## config.mk

```make
export PLATFORM = sky130hd
export DESIGN_NAME = lrsc_monitor
export DESIGN_NICKNAME = d
export VERILOG_FILES = /design/src/rtl/lrsc_pkg.sv /design/src/rtl/lrsc_byteswap.sv /design/src/rtl/lrsc_resv.sv /design/src/rtl/lrsc_ctrl.sv /design/src/rtl/lrsc_monitor.sv
export SDC_FILE = /design/constraint.sdc
export NUM_CORES = 1
export LEC_CHECK = 0
export ABC_AREA = 0
export BUFFER_PORTS_ARGS = -buffer_cell sky130_fd_sc_hd__buf_2
export CELL_PAD_IN_SITES_DETAIL_PLACEMENT = 1
export CELL_PAD_IN_SITES_GLOBAL_PLACEMENT = 1
export CORE_MARGIN = 4
export CORE_UTILIZATION = 32
export CTS_CLUSTER_DIAMETER = 120
export DETAILED_ROUTE_END_ITERATION = 16
export PLACE_DENSITY = 0.86
export SYNTH_ARGS = -nofsm -noshare
export SYNTH_HDL_FRONTEND = slang
export SYNTH_HIERARCHICAL = 1
export SYNTH_SLANG_ARGS = --single-unit
```

## constraint.sdc

```tcl
create_clock -name clk -period 2.9 [get_ports clk]
set_input_delay 0.145 -clock clk [delete_from_list [all_inputs] [get_ports clk]]
set_output_delay 0.145 -clock clk [all_outputs]
set_load 0.01 [all_outputs]
```

## src/rtl/lrsc_pkg.sv

```systemverilog
// Shared definitions for the reservation monitor.
package lrsc_pkg;
    // Request kind carried on req_op.
    typedef enum logic {
        OP_LOAD_RSV   = 1'b0,
        OP_STORE_COND = 1'b1
    } lrsc_op_e;

    // Condition field layout; the core decodes these bit positions.
    localparam int CR_W      = 4;
    localparam int CR_SO_BIT = 0;
    localparam int CR_EQ_BIT = 1;
endpackage

```

## src/rtl/lrsc_byteswap.sv

```systemverilog
// Byte-order converter.
// Reverses the byte order of a word when en is high, passes it through otherwise.
// Assumes the word is a whole number of 8-bit bytes.
module lrsc_byteswap #(
    parameter int BYTES = 4
) (
    input  logic                 en,
    input  logic [8*BYTES-1:0]   din,
    output logic [8*BYTES-1:0]   dout
);
    localparam int DW = 8 * BYTES;

    logic [DW-1:0] reversed;

    // Mirror byte lanes: lane i takes lane BYTES-1-i.
    for (genvar i = 0; i < BYTES; i++) begin : g_lane
        assign reversed[8*i +: 8] = din[8*(BYTES-1-i) +: 8];
    end

    // Select reversed or straight data.
    always_comb dout = en ? reversed : din;
endmodule

```

## src/rtl/lrsc_resv.sv

```systemverilog
// Reservation register.
// Holds one reserved address plus a valid flag. A clear request wins by design
// intent, but set and clear never arrive together (they come from different
// request kinds). Assumes synchronous active-low reset.
module lrsc_resv #(
    parameter int AW = 16
) (
    input  logic          clk,
    input  logic          rst_n,
    input  logic          set_i,
    input  logic          clr_i,
    input  logic [AW-1:0] addr_i,
    output logic          valid_o,
    output logic [AW-1:0] addr_o
);
    // Update the reservation on set, drop it on clear or reset.
    always_ff @(posedge clk) begin
        if (!rst_n) begin
            valid_o <= 1'b0;
            addr_o  <= '0;
        end else if (clr_i) begin
            valid_o <= 1'b0;
            addr_o  <= '0;
        end else if (set_i) begin
            valid_o <= 1'b1;
            addr_o  <= addr_i;
        end
    end

    // a store-conditional always leaves no live reservation.
    a_r5_sc_clears: assert property (@(posedge clk) disable iff (!rst_n)
        clr_i |=> !valid_o);

    // reset leaves no live reservation.
    a_r9_reset_clears: assert property (@(posedge clk)
        !rst_n |=> !valid_o);

    // a set with no clear makes the new address live.
    a_r10_set_replaces: assert property (@(posedge clk) disable iff (!rst_n)
        (set_i && !clr_i) |=> (valid_o && addr_o == $past(addr_i)));
endmodule

```

## src/rtl/lrsc_ctrl.sv

```systemverilog
// Request decoder and response register stage.
// Checks alignment, decides memory strobes and reservation updates in the
// request cycle, and registers the responses for the following cycle.
// Assumes one request per cycle at most and memory read latency of one cycle.
module lrsc_ctrl
    import lrsc_pkg::*;
#(
    parameter int AW         = 16,
    parameter int WORD_BYTES = 4
) (
    input  logic            clk,
    input  logic            rst_n,
    input  logic            req_valid,
    input  logic            req_op,
    input  logic [AW-1:0]   req_addr,
    input  logic            req_le,
    input  logic            so_in,
    input  logic            resv_valid,
    input  logic [AW-1:0]   resv_addr,
    output logic            mem_rd_o,
    output logic            mem_wr_o,
    output logic            rsv_set_o,
    output logic            rsv_clr_o,
    output logic            ld_valid_o,
    output logic            ld_le_o,
    output logic            cr_valid_o,
    output logic [CR_W-1:0] cr_field_o,
    output logic            align_exc_o
);
    localparam int OFS_W = $clog2(WORD_BYTES);

    logic            is_lr;
    logic            is_sc;
    logic            misaligned;
    logic            addr_hit;
    logic [CR_W-1:0] cr_next;

    // Decode the request and compare it against the reservation.
    always_comb begin
        is_lr      = req_valid && (req_op == OP_LOAD_RSV);
        is_sc      = req_valid && (req_op == OP_STORE_COND);
        misaligned = |req_addr[OFS_W-1:0];
        addr_hit   = resv_valid && (resv_addr == req_addr);
    end

    // Memory strobes and reservation control for this cycle.
    always_comb begin
        mem_rd_o  = is_lr && !misaligned;
        mem_wr_o  = is_sc && !misaligned && addr_hit;
        rsv_set_o = is_lr && !misaligned;
        rsv_clr_o = is_sc;
    end

    // Build the condition field: overflow bit plus equal bit on success.
    always_comb begin
        cr_next            = '0;
        cr_next[CR_SO_BIT] = so_in;
        cr_next[CR_EQ_BIT] = is_sc && !misaligned && addr_hit;
    end

    // Register responses for the cycle after the request.
    always_ff @(posedge clk) begin
        if (!rst_n) begin
            ld_valid_o  <= 1'b0;
            ld_le_o     <= 1'b0;
            cr_valid_o  <= 1'b0;
            cr_field_o  <= '0;
            align_exc_o <= 1'b0;
        end else begin
            ld_valid_o  <= is_lr && !misaligned;
            ld_le_o     <= req_le;
            cr_valid_o  <= is_sc && !misaligned;
            cr_field_o  <= (is_sc && !misaligned) ? cr_next : '0;
            align_exc_o <= (is_lr || is_sc) && misaligned;
        end
    end

    // a misaligned request touches no memory.
    a_r1_no_access: assert property (@(posedge clk) disable iff (!rst_n)
        (req_valid && misaligned) |-> (!mem_rd_o && !mem_wr_o));

    // an alignment exception carries no other response.
    a_r1_exc_alone: assert property (@(posedge clk) disable iff (!rst_n)
        align_exc_o |-> (!cr_valid_o && !ld_valid_o));

    // the condition strobe follows an aligned store-conditional.
    a_r8_strobe_source: assert property (@(posedge clk) disable iff (!rst_n)
        cr_valid_o |-> $past(is_sc && !misaligned));

    // a failed store-conditional reports no equal bit.
    a_r4_fail_no_eq: assert property (@(posedge clk) disable iff (!rst_n)
        (is_sc && !mem_wr_o) |=> !cr_field_o[CR_EQ_BIT]);
endmodule

```

## src/rtl/lrsc_monitor.sv

```systemverilog
// Load-reserve / store-conditional reservation monitor (top).
// Ties the decoder, the reservation register and the two byte-order
// converters to a word memory port. Memory read data must arrive one cycle
// after mem_rd. Synchronous active-low reset.
module lrsc_monitor
    import lrsc_pkg::*;
#(
    parameter int AW         = 16,
    parameter int WORD_BYTES = 4
) (
    input  logic                    clk,
    input  logic                    rst_n,
    input  logic                    req_valid,
    input  logic                    req_op,
    input  logic [AW-1:0]           req_addr,
    input  logic [8*WORD_BYTES-1:0] req_wdata,
    input  logic                    req_le,
    input  logic                    so_in,
    output logic                    mem_rd,
    output logic                    mem_wr,
    output logic [AW-1:0]           mem_addr,
    output logic [8*WORD_BYTES-1:0] mem_wdata,
    input  logic [8*WORD_BYTES-1:0] mem_rdata,
    output logic                    ld_valid,
    output logic [8*WORD_BYTES-1:0] ld_data,
    output logic                    cr_valid,
    output logic [CR_W-1:0]         cr_field,
    output logic                    align_exc
);
    localparam int DW = 8 * WORD_BYTES;

    logic          resv_valid;
    logic [AW-1:0] resv_addr;
    logic          rsv_set;
    logic          rsv_clr;
    logic          ld_le;
    logic [DW-1:0] ld_ordered;

    lrsc_ctrl #(.AW(AW), .WORD_BYTES(WORD_BYTES)) u_ctrl (
        .clk         (clk),
        .rst_n       (rst_n),
        .req_valid   (req_valid),
        .req_op      (req_op),
        .req_addr    (req_addr),
        .req_le      (req_le),
        .so_in       (so_in),
        .resv_valid  (resv_valid),
        .resv_addr   (resv_addr),
        .mem_rd_o    (mem_rd),
        .mem_wr_o    (mem_wr),
        .rsv_set_o   (rsv_set),
        .rsv_clr_o   (rsv_clr),
        .ld_valid_o  (ld_valid),
        .ld_le_o     (ld_le),
        .cr_valid_o  (cr_valid),
        .cr_field_o  (cr_field),
        .align_exc_o (align_exc)
    );

    lrsc_resv #(.AW(AW)) u_resv (
        .clk     (clk),
        .rst_n   (rst_n),
        .set_i   (rsv_set),
        .clr_i   (rsv_clr),
        .addr_i  (req_addr),
        .valid_o (resv_valid),
        .addr_o  (resv_addr)
    );

    lrsc_byteswap #(.BYTES(WORD_BYTES)) u_st_swap (
        .en   (req_le),
        .din  (req_wdata),
        .dout (mem_wdata)
    );

    lrsc_byteswap #(.BYTES(WORD_BYTES)) u_ld_swap (
        .en   (ld_le),
        .din  (mem_rdata),
        .dout (ld_ordered)
    );

    // Address goes straight to the memory port.
    always_comb mem_addr = req_addr;

    // Load data is driven only while the load response is valid.
    always_comb ld_data = ld_valid ? ld_ordered : '0;

    // a write only ever targets the live reserved address.
    a_r3_write_hits_resv: assert property (@(posedge clk) disable iff (!rst_n)
        mem_wr |-> (resv_valid && resv_addr == mem_addr));

    // a read strobe yields a load response next cycle.
    a_r2_read_returns: assert property (@(posedge clk) disable iff (!rst_n)
        mem_rd |=> ld_valid);
endmodule

```

==> summary.md, run 1 <==
| Metric | Value |
|---|---|
| Status | `finished, final reports clean` |
| Clock latency on the worst-skew pair | `0.27 ns` |
| Initial antenna violation count | `1` |
| Final setup viols | `0` |
| Worst Setup End Kind | `primary output` |
| Synth area leaders | `mux2_4 36%, dfxtp_1 18%, and2_2 9.9%` |
| Largest net degree at the start of global routing | `34` |
| Sequential power share | `37.8%` |
| Final ANT Viol Nets | `0` |
| Remaining global-route overflow | `0` |
| # IOs | `175` |
| # nets final | `457` |
| CTS resizes | `0` |
| Async SR Flop Fraction | `0%` |
| Post-synthesis mux area share | `44.2%` |
| Pint | `617 uW` |
| Slowest stage cell, crit path | `dfxtp_2` |
| Core Rows | `31` |
| Worst vdd ir | `0.000224 V` |
| Worst EP required | `2.76 ns` |
| Cell variety after synth | `26` |
| Clock power share | `23.3%` |
| Post-synth EDFFs | `0` |
| Die Height | `96.4 um` |
| PnR worst setup slack | `0.739 ns` |
| Total die area | `9290 sq um` |
| Yosys warnings | `6` |
| Syn Area/Cell | `11.1 sq um` |
| Fillers | `886` |
| Ys flop type | `dfxtp_1` |
| Post-DP HPWL | `6340 um` |
| Largest family of logic cells by synthesized area | `multiplexers` |
| Slew @ Worst Pin | `0.968 ns` |
| Via density | `4.47` |
| RD Place Congestion | `0.753` |
| Synth Area in Compound Gates | `0%` |
| P_sw | `263 uW` |
| Die X | `96.4 um` |
| Sequential element share of the synthesized area | `18.4%` |
| Clk root buf | `clkbuf_8` |
| Crit Path Class | `reg -> out` |
| Vias in the first global route | `2224` |
| Initial Util | `33.7%` |
| Clk sinks | `23` |
| Gate Count Post-Synth | `225` |
| Yosys top cell by area | `mux2_4` |
| DR pass1 iterations | `4` |
| Post-Place Setup Slack | `1.02 ns` |
| # hold bufs at CTS | `0` |
| Clock Skew | `0.00662 ns` |
| Final hold viol count | `0` |
| Area grow syn2layout | `28.3%` |
| Clk slew on worst S/H paths | `0.09 ns` |
| DRT Wirelength | `7360 um` |
| Power, Total | `880 uW` |
| Max-slew violation count | `0` |
| Hold Crit Class | `in -> reg` |
| Commonest cells in the netlist | `60 x mux2_4, 33 x and2_2, 23 x dfxtp_1, 21 x nor2_1, 19 x buf_4` |
| Fmax achieved | `463 MHz` |
| Inserted Clock Buffers | `3` |
| First-pass GRT wire length | `10800 um` |
| Ratio of cells with drive above 1 in the final layout | `75.7%` |
| Core area | `7410 sq um` |
| Power density cells | `274 nW/um^2` |
| Synth Area in Adders | `0%` |
| TritonCTS clock tree | `done` |
| DR vias | `2100` |
| Clock buffer depth | `2` |
| H-tree depth | `1` |
| Top cell type's share of synthesized area | `36.0%` |
| Routed len/inst | `15.6 um` |
| Crit path max fanout | `20` |
| Synth Area in XOR/XNOR | `5.61%` |
| Max-cap viol count | `0` |
| Final period util | `74.5%` |
| First DRT Iteration DRCs | `13` |
| Worst EP arrival | `2.02 ns` |
| Slew headroom | `35.5%` |
| Sw frac | `29.8%` |
| Gate power share | `39.0%` |
| RSZ-0062 raised after global routing | `no` |
| DRC | `0` |
| Worst setup SP type | `register` |
| Area share of and/or/nand/nor cells after synthesis | `17.5%` |
| Seq cells post-synth | `23` |
| Leakage | `1.71 nW` |
| Most frequent cell after synthesis | `mux2_4` |
| Postcts setup bufs | `0` |
| IO Port Bufs | `172` |
| Crit-path cells | `buf_4, mux2_4, and2_2, buf_2` |
| Post-synth design cell area | `2500 sq um` |
| Max stage delay on crit path | `0.73 ns` |
| Gr usage total | `14.8%` |
| Final critical-path required period | `2.16 ns` |
| Setup TNS | `0 ns` |
==> per-layer routing <==
metal	global-route usage, %	wire [um]	share of wire (%)	vias to the layer above
li1	-	-	-	1027
met5	0	0	0	-
met1	16.4	2840	39	952
met3	2.79	695	9.4	11
met4	4.44	150	2.0	0
met2	28.2	3670	50	110
==> layout by cell type, fill, tap and decap left out <==
cell,Yosys,routed
xor2_1,4,4
and2_2,33,33
inv_1,1,1
dfxtp_2,0,1
nand2b_1,1,1
nand3_1,1,1
mux2_4,60,60
nor3_1,2,2
nand2_1,2,2
and3_2,1,1
dfxtp_1,23,22
buf_4,19,2
nor2_2,0,1
nor2_1,21,20
nor4_2,1,1
nand4_1,3,3
and2_1,2,2
clkinv_2,0,1
xnor2_1,12,12
diode_2,0,1
mux2i_1,16,16
clkbuf_8,0,3
nor2b_1,1,1
conb_1,1,2
buf_2,1,172
nor3b_2,1,1
and4bb_1,1,1
mux2_2,4,4
==> final timing paths <==
check                   startpoint              endpoint  slack [ns]  cells after the start
setup / recovery    u_ctrl/ld_le_o           ld_data[23]        0.74                      4
hold / removal              req_op     u_ctrl/ld_valid_o        0.10                      2
setup reg to reg  u_resv/addr_o[3]  u_ctrl/cr_field_o[1]        1.72                      4
hold reg to reg     u_resv/valid_o        u_resv/valid_o        0.48                      2
==> per-stage QoR <==
stage               cells  util [%]  hold WS (ns)  area (sq um)
CTS                   469      43.3        0.0927          3210
floorplan             226         -         0.223          2500
global route          470      43.3         0.109          3210
finish                470      43.3         0.102          3210
detailed placement    465      42.6         0.394          3160
global placement      465      42.6         0.390          3160
==> flip-flops by register name (all words and copies together) (netlist names) <==
signal,flops
u_ctrl/cr_field_o,2
u_ctrl/cr_valid_o,1
u_resv/valid_o,1
u_ctrl/align_exc_o,1
u_ctrl/ld_valid_o,1
u_ctrl/ld_le_o,1
u_resv/addr_o,16
==> final cells by class <==
class	instances	area, sq um	area share, %
Timing Repair Buffer	174	876	27.3
Clock inverter	1	5.00	0.156
Antenna cell	1	2.50	0.0780
Tap cell	99	124	3.86
Inverter	1	3.75	0.117
Clock buffer	3	41.3	1.29
Multi-Input combinational cell	168	1690	52.8
Sequential cell	23	462	14.4
==> critical path: cells and delay by family (launching register included) <==
family                 cells  cell delay [ns]
flip-flops                 1             0.73
multiplexers               1             0.32
buffers and inverters      2             0.50
AND/OR/NAND/NOR            1             0.18
==> cell families after synthesis <==
family                    after synthesis
buffers and inverters                  35
DFF                                    23
and+or+nand+nor                        70
xor gates and xnor gates               16
other                                   1
muxes                                  80
==> power groups by stage <==
| stage | logic [mW] | clock network [mW] | registers, mW |
|---|---|---|---|
| 2_1_floorplan | 0.244 | 0 | 0.332 |
| 3_3_place_gp | 0.334 | 0 | 0.339 |
| 3_5_place_dp | 0.347 | 0 | 0.340 |
| 4_1_cts | 0.348 | 0.212 | 0.332 |
| 5_1_grt | 0.371 | 0.225 | 0.334 |
| 6_report | 0.343 | 0.205 | 0.332 |
No activity file was read; power rests on OpenSTA's default activity.
==> run 2: changes to the inputs <==
--- a/config.mk
+++ b/config.mk
@@ -10,10 +10,10 @@
 export CELL_PAD_IN_SITES_DETAIL_PLACEMENT = 1
 export CELL_PAD_IN_SITES_GLOBAL_PLACEMENT = 1
 export CORE_MARGIN = 4
-export CORE_UTILIZATION = 32
+export CORE_UTILIZATION = 27
 export CTS_CLUSTER_DIAMETER = 120
 export DETAILED_ROUTE_END_ITERATION = 16
-export PLACE_DENSITY = 0.86
+export PLACE_DENSITY = 0.78
 export SYNTH_ARGS = -nofsm -noshare
 export SYNTH_HDL_FRONTEND = slang
 export SYNTH_HIERARCHICAL = 1
==> constraint.sdc (replaced) <==
create_clock -name clk -period 1.9 [get_ports clk]
set_input_delay 0.095 -clock clk [delete_from_list [all_inputs] [get_ports clk]]
set_output_delay 0.095 -clock clk [all_outputs]
set_load 0.01 [all_outputs]
==> summary.md, run 2 (synthesis results as in run 1) <==
| Metric | Value |
|---|---|
| DRC | `0 (unchanged)` |
| Clk slew on worst S/H paths | `0.09 ns (about the same)` |
| Final critical-path required period | `1.74 ns` |
| Vias in the first global route | `2332 (was 2224)` |
| R2R setup slack | `0.72 ns (was 1.72 ns)` |
| WP buf/inv | `2 (unchanged)` |
| Total die area | `10900 sq um (was 9290 sq um)` |
| Remaining global-route overflow | `0 (unchanged)` |
| Worst vdd ir | `0.000203 V (was 0.000224 V)` |
| Postcts setup bufs | `0 (unchanged)` |
| Biggest register | `u_resv/addr_o (unchanged)` |
| RD Place Congestion | `0.740 (was 0.753)` |
| Critical path's top delay family | `flip-flops (unchanged)` |
| Worst EP arrival | `1.65 ns (was 2.02 ns)` |
| Post-Place Setup Slack | `0.451 ns (was 1.02 ns)` |
| Reg2reg start | `u_resv/addr_o[3] (unchanged)` |
| Inserted Clock Buffers | `3 (unchanged)` |
| Max-cap viol count | `0 (unchanged)` |
| Number of flip-flops in the largest register | `16 (unchanged)` |
| Hold Path Stages | `2 (unchanged)` |
| Crit path max fanout | `20 (unchanged)` |
| Ant diodes | `0 (was 1)` |
| Via density | `4.47 (about the same)` |
| Die Height | `104 um (was 96.4 um)` |
| Most frequent cells in the layout | `172 x buf_2, 60 x mux2_4, 33 x and2_2, 22 x dfxtp_1, 20 x nor2_1 (unchanged)` |
| Initial Util | `28.3% (was 33.7%)` |
| Clk sinks | `23 (unchanged)` |
| DR vias | `2148 (was 2100)` |
| Area grow syn2layout | `30.6% (was 28.3%)` |
| Leakage | `1.73 nW (was 1.71 nW)` |
| Core area | `8850 sq um (was 7410 sq um)` |
| Clock Skew | `0.00652 ns (was 0.00662 ns)` |
| # IOs | `175 (unchanged)` |
| Largest net degree at the start of global routing | `34 (unchanged)` |
| RSZ-0062 raised after global routing | `no (unchanged)` |
| Max-slew violation count | `0 (unchanged)` |
| Crit Path Class | `reg -> out (unchanged)` |
| H-tree depth | `1 (unchanged)` |
| Post-DP HPWL | `6010 um (was 6340 um)` |
| Fmax achieved | `573 MHz` |
| Power, Total | `1.35 mW (was 880 uW)` |
| IO Port Bufs | `172 (unchanged)` |
| CTS resizes | `0 (unchanged)` |
| Power density cells | `414 nW/um^2 (was 274 nW/um^2)` |
| Initial antenna violation count | `0 (was 1)` |
| Reg2reg end | `u_ctrl/cr_field_o[1] (unchanged)` |
| Worst Setup End Kind | `primary output (unchanged)` |
| Core Rows | `34 (was 31)` |
| DRT Wirelength | `7080 um (was 7360 um)` |
| Final period util | `91.8%` |
| Final hold viol count | `0 (unchanged)` |
| Commonest non-fill, non-tap cell in the layout | `buf_2 (unchanged)` |
| Final ANT Viol Nets | `0 (unchanged)` |
| Clk root buf | `clkbuf_8 (unchanged)` |
| Status | `finished, final reports clean (unchanged)` |
| Die X | `104 um (was 96.4 um)` |
| Slew headroom | `55.3% (was 35.5%)` |
| Worst setup SP type | `register (unchanged)` |
| Routed len/inst | `14.7 um (was 15.6 um)` |
| Slowest stage cell, crit path | `dfxtp_2 (unchanged)` |
| # nets final | `460 (was 457)` |
| Setup TNS | `0 ns (unchanged)` |
| Hold WS | `0.0422 ns (was 0.102 ns)` |
| DR pass1 iterations | `4 (unchanged)` |
| Slew @ Worst Pin | `0.670 ns (was 0.968 ns)` |
| PnR worst setup slack | `0.156 ns (was 0.739 ns)` |
| Hold Crit Class | `in -> reg (unchanged)` |
| Hold Path Sink | `u_ctrl/ld_valid_o (unchanged)` |
| Clock buffer depth | `2 (unchanged)` |
| Clock latency on the worst-skew pair | `0.27 ns (about the same)` |
| TritonCTS clock tree | `done (unchanged)` |
| Largest regs | `u_resv/addr_o x16, u_ctrl/cr_field_o x2 (unchanged)` |
| Worst EP required | `1.80 ns (was 2.76 ns)` |
| First DRT Iteration DRCs | `32 (was 13)` |
| # hold bufs at CTS | `0 (unchanged)` |
| Worst Reg-to-Reg Cells | `4 (unchanged)` |
| Worst Hold Launch | `req_op (unchanged)` |
| Final setup viols | `0 (unchanged)` |
| Max stage delay on crit path | `0.50 ns (was 0.73 ns)` |
| Crit-path cells | `buf_12, mux2_4, and2_2, buf_2 (was buf_4, mux2_4, and2_2, buf_2)` |
| Ratio of cells with drive above 1 in the final layout | `75.9% (was 75.7%)` |
| First-pass GRT wire length | `11700 um (was 10800 um)` |
| Gr usage total | `12.7% (was 14.8%)` |
==> run 2: cell count changes in the layout (fill, tap and decap cells not counted) <==
cell | before | now
buf_12 | 0 | 2
buf_4 | 2 | 3
diode_2 | 1 | 0
==> run 2: how the worst max path moves through the flow <==
stage	start	to	slack, ns	cells after the start
after floorplan	req_addr[0]	u_resv/addr_o[10]	0.67	8
after global placement	u_ctrl/ld_le_o	ld_data[12]	0.48	4
after detailed placement	u_ctrl/ld_le_o	ld_data[26]	0.45	4
after CTS	u_ctrl/ld_le_o	ld_data[26]	0.14	4
after global routing	u_ctrl/ld_le_o	ld_data[26]	0.06	4
final	u_ctrl/ld_le_o	ld_data[26]	0.16	4
==> run 2: area by class of cell <==
type                            instances  area (sq um)
Fill cell                            1084          5580
Multi-Input combinational cell        168          1690
Timing Repair Buffer                  177           923
Sequential cell                        23           462
Tap cell                              108           135
Clock buffer                            3          41.3
Clock inverter                          1          5.00
Inverter                                1          3.75
==> run 2: metal layers <==
metal,GRT usage [%],part of all wire [%]
met1,14.4,39
met2,23.8,51
met3,3.66,8.8
met4,2.37,1.0
met5,0,0
==> run 2: stage by stage <==
stage | area (sq um) | utilization (%) | std cells
final | 3260 | 36.9 | 481
after CTS | 3260 | 36.9 | 481
after detailed placement | 3220 | 36.4 | 477
after floorplan | 2500 | - | 226
after global placement | 3220 | 36.4 | 477
after global routing | 3260 | 36.9 | 481
==> run 2: power breakdown <==
part | total (mW) | switching (mW) | internal, mW
clock | 0.316 | 0.169 | 0.147
sequential | 0.499 | 0.00876 | 0.491
combinational | 0.536 | 0.225 | 0.311
total | 1.35 | 0.402 | 0.948
==> run 3: changes to the inputs <==
--- a/config.mk
+++ b/config.mk
@@ -6,14 +6,14 @@
 export NUM_CORES = 1
 export LEC_CHECK = 0
 export ABC_AREA = 0
-export BUFFER_PORTS_ARGS = -buffer_cell sky130_fd_sc_hd__buf_2
 export CELL_PAD_IN_SITES_DETAIL_PLACEMENT = 1
 export CELL_PAD_IN_SITES_GLOBAL_PLACEMENT = 1
 export CORE_MARGIN = 4
-export CORE_UTILIZATION = 27
+export CORE_UTILIZATION = 42
 export CTS_CLUSTER_DIAMETER = 120
 export DETAILED_ROUTE_END_ITERATION = 16
-export PLACE_DENSITY = 0.78
+export DONT_BUFFER_PORTS = 1
+export PLACE_DENSITY = 0.77
 export SYNTH_ARGS = -nofsm -noshare
 export SYNTH_HDL_FRONTEND = slang
 export SYNTH_HIERARCHICAL = 1
==> summary.md, run 3 (synthesis results as in run 1) <==
| Metric | Value |
|---|---|
| Clk slew on worst S/H paths | `0.08 ns (was 0.09 ns)` |
| Hold Crit Class | `in -> reg (unchanged)` |
| Number of flip-flops in the largest register | `16 (unchanged)` |
| Fillers | `611 (was 1084)` |
| Final critical-path required period | `1.73 ns (was 1.74 ns)` |
| Vias in the first global route | `1620 (was 2332)` |
| Final ANT Viol Nets | `0 (unchanged)` |
| Max-slew violation count | `0 (unchanged)` |
| Most frequent cells in the layout | `60 x mux2_4, 33 x and2_2, 22 x dfxtp_1, 21 x dlygate4sd3_1, 20 x nor2_1 (was 172 x buf_2, 60 x mux2_4, 33 x and2_2, 22 x dfxtp_1, 20 x nor2_1)` |
| Final instance area | `2550 sq um (was 3260 sq um)` |
| Via density | `5.30 (was 4.47)` |
| TritonCTS clock tree | `done (unchanged)` |
| IO Port Bufs | `0 (was 172)` |
| Clk sinks | `23 (unchanged)` |
| Ant diodes | `0 (unchanged)` |
| Initial antenna violation count | `0 (unchanged)` |
| # nets final | `309 (was 460)` |
| DR pass1 iterations | `2 (was 4)` |
| Max stage delay on crit path | `0.55 ns (was 0.50 ns)` |
| Slew headroom | `52.5% (was 55.3%)` |
| DRC | `0 (unchanged)` |
| Area of the multi-input gates | `1690 sq um (unchanged)` |
| Setup TNS | `0 ns (unchanged)` |
| Worst Setup End Kind | `primary output (unchanged)` |
| Max-cap viol count | `0 (unchanged)` |
| DRT Wirelength | `5860 um (was 7080 um)` |
| Core area | `5640 sq um (was 8850 sq um)` |
| RD Place Congestion | `0.678 (was 0.740)` |
| Crit path max fanout | `12 (was 20)` |
| Clock Skew | `0.00119 ns (was 0.00652 ns)` |
| Remaining global-route overflow | `0 (unchanged)` |
| Final period util | `91.2% (was 91.8%)` |
| Worst setup SP type | `register (unchanged)` |
| Final setup viols | `0 (unchanged)` |
| Ratio of cells with drive above 1 in the final layout | `49.5% (was 75.9%)` |
| Crit-path cells | `buf_4, mux2_4, and2_2 (was buf_12, mux2_4, and2_2, buf_2)` |
| Area grow syn2layout | `2.20% (was 30.6%)` |
| First DRT Iteration DRCs | `31 (was 32)` |
| Worst vdd ir | `0.000405 V (was 0.000203 V)` |
| WP buf/inv | `1 (was 2)` |
| Largest regs | `u_resv/addr_o x16, u_ctrl/cr_field_o x2 (unchanged)` |
| Total die area | `7250 sq um (was 10900 sq um)` |
| Leakage | `1.08 nW (was 1.73 nW)` |
| Initial Util | `44.3% (was 28.3%)` |
| Post-Place Cell Area | `2300 sq um (was 3220 sq um)` |
| Clk root buf | `clkbuf_8 (unchanged)` |
| First-pass GRT wire length | `8400 um (was 11700 um)` |
| # IOs | `175 (unchanged)` |
| Commonest non-fill, non-tap cell in the layout | `mux2_4 (was buf_2)` |
| Status | `finished, final reports clean (unchanged)` |
| Die X | `85.2 um (was 104 um)` |
| DR vias | `1558 (was 2148)` |
| Postcts setup bufs | `0 (unchanged)` |
| H-tree depth | `1 (unchanged)` |
| Fmax achieved | `577 MHz (was 573 MHz)` |
| Slew @ Worst Pin | `0.712 ns (was 0.670 ns)` |
| Inserted Clock Buffers | `3 (unchanged)` |
| Routed len/inst | `19.9 um (was 14.7 um)` |
| RSZ-0062 raised after global routing | `no (unchanged)` |
| Worst EP required | `1.80 ns (about the same)` |
| Power density cells | `449 nW/um^2 (was 414 nW/um^2)` |
| Hold WS | `0.000772 ns (was 0.0422 ns)` |
| Final hold viol count | `0 (unchanged)` |
| Clock buffer depth | `2 (unchanged)` |
| Slowest stage cell, crit path | `dfxtp_2 (unchanged)` |
| Crit Path Class | `reg -> out (unchanged)` |
| Seq. cell area | `462 sq um (unchanged)` |
| Gr usage total | `14.1% (was 12.7%)` |
| Critical path's top delay family | `flip-flops (unchanged)` |
| Core Rows | `27 (was 34)` |
| Post-DP HPWL | `4740 um (was 6010 um)` |
| Largest net degree at the start of global routing | `34 (unchanged)` |
| Die Height | `85.2 um (was 104 um)` |
| Clock latency on the worst-skew pair | `0.26 ns (was 0.27 ns)` |
| Biggest register | `u_resv/addr_o (unchanged)` |
| Worst EP arrival | `1.64 ns (was 1.65 ns)` |
run 3: repair_timing:
item	4_1_cts	5_1_grt
hold endpoints to repair	18	1
resized for setup	0	0
hold buffers	19	2
run 3: power by group:
group	total (mW)	switching [mW]	internal, mW
Sequential	0.504	0.0134	0.490
Clock	0.302	0.153	0.149
Combinational	0.341	0.116	0.225
run 3: final timing paths:
kind	startpoint	to	slack, ns	cells after the start
setup reg to reg	u_resv/addr_o[3]	u_ctrl/cr_field_o[1]	0.73	4
hold / removal	req_addr[0]	u_resv/addr_o[0]	0.0008	2
setup / recovery	u_ctrl/ld_le_o	ld_data[13]	0.17	3
hold reg to reg	u_resv/valid_o	u_resv/valid_o	0.48	2
run 3: per-layer routing:
layer  part of all wire, %  vias up  global-route usage (%)
li1                      -      728                       -
met1                    31      745                    13.4
met2                    59       81                    30.1
met3                   9.7        4                    3.50
met4                  0.24        0                    1.87
met5                     0        -                       0
run 3: area by class of cell:
class	count	area share, %
Timing Repair Buffer	26	10.2
Inverter	1	0.147
Multi-Input combinational cell	168	66.3
Sequential cell	23	18.1
Clock buffer	4	1.76
Tap cell	72	3.53
run 3: stage by stage:
step	worst slack (ns)	total power, mW	utilization, %	cells
finish	0.167	1.15	45.3	294
global route	0.100	1.20	45.3	294
CTS	0.159	1.16	44.9	292
detailed placement	0.450	0.826	40.8	269
global placement	0.486	0.819	40.8	269
floorplan	0.668	0.879	-	226
run 3: worst reg2reg max path, cell delays in order (launching register included):
cell,delay [ns]
dfxtp_1,0.33
xor2_1,0.15
nor4_2,0.28
nand4_1,0.17
nor3b_2,0.17
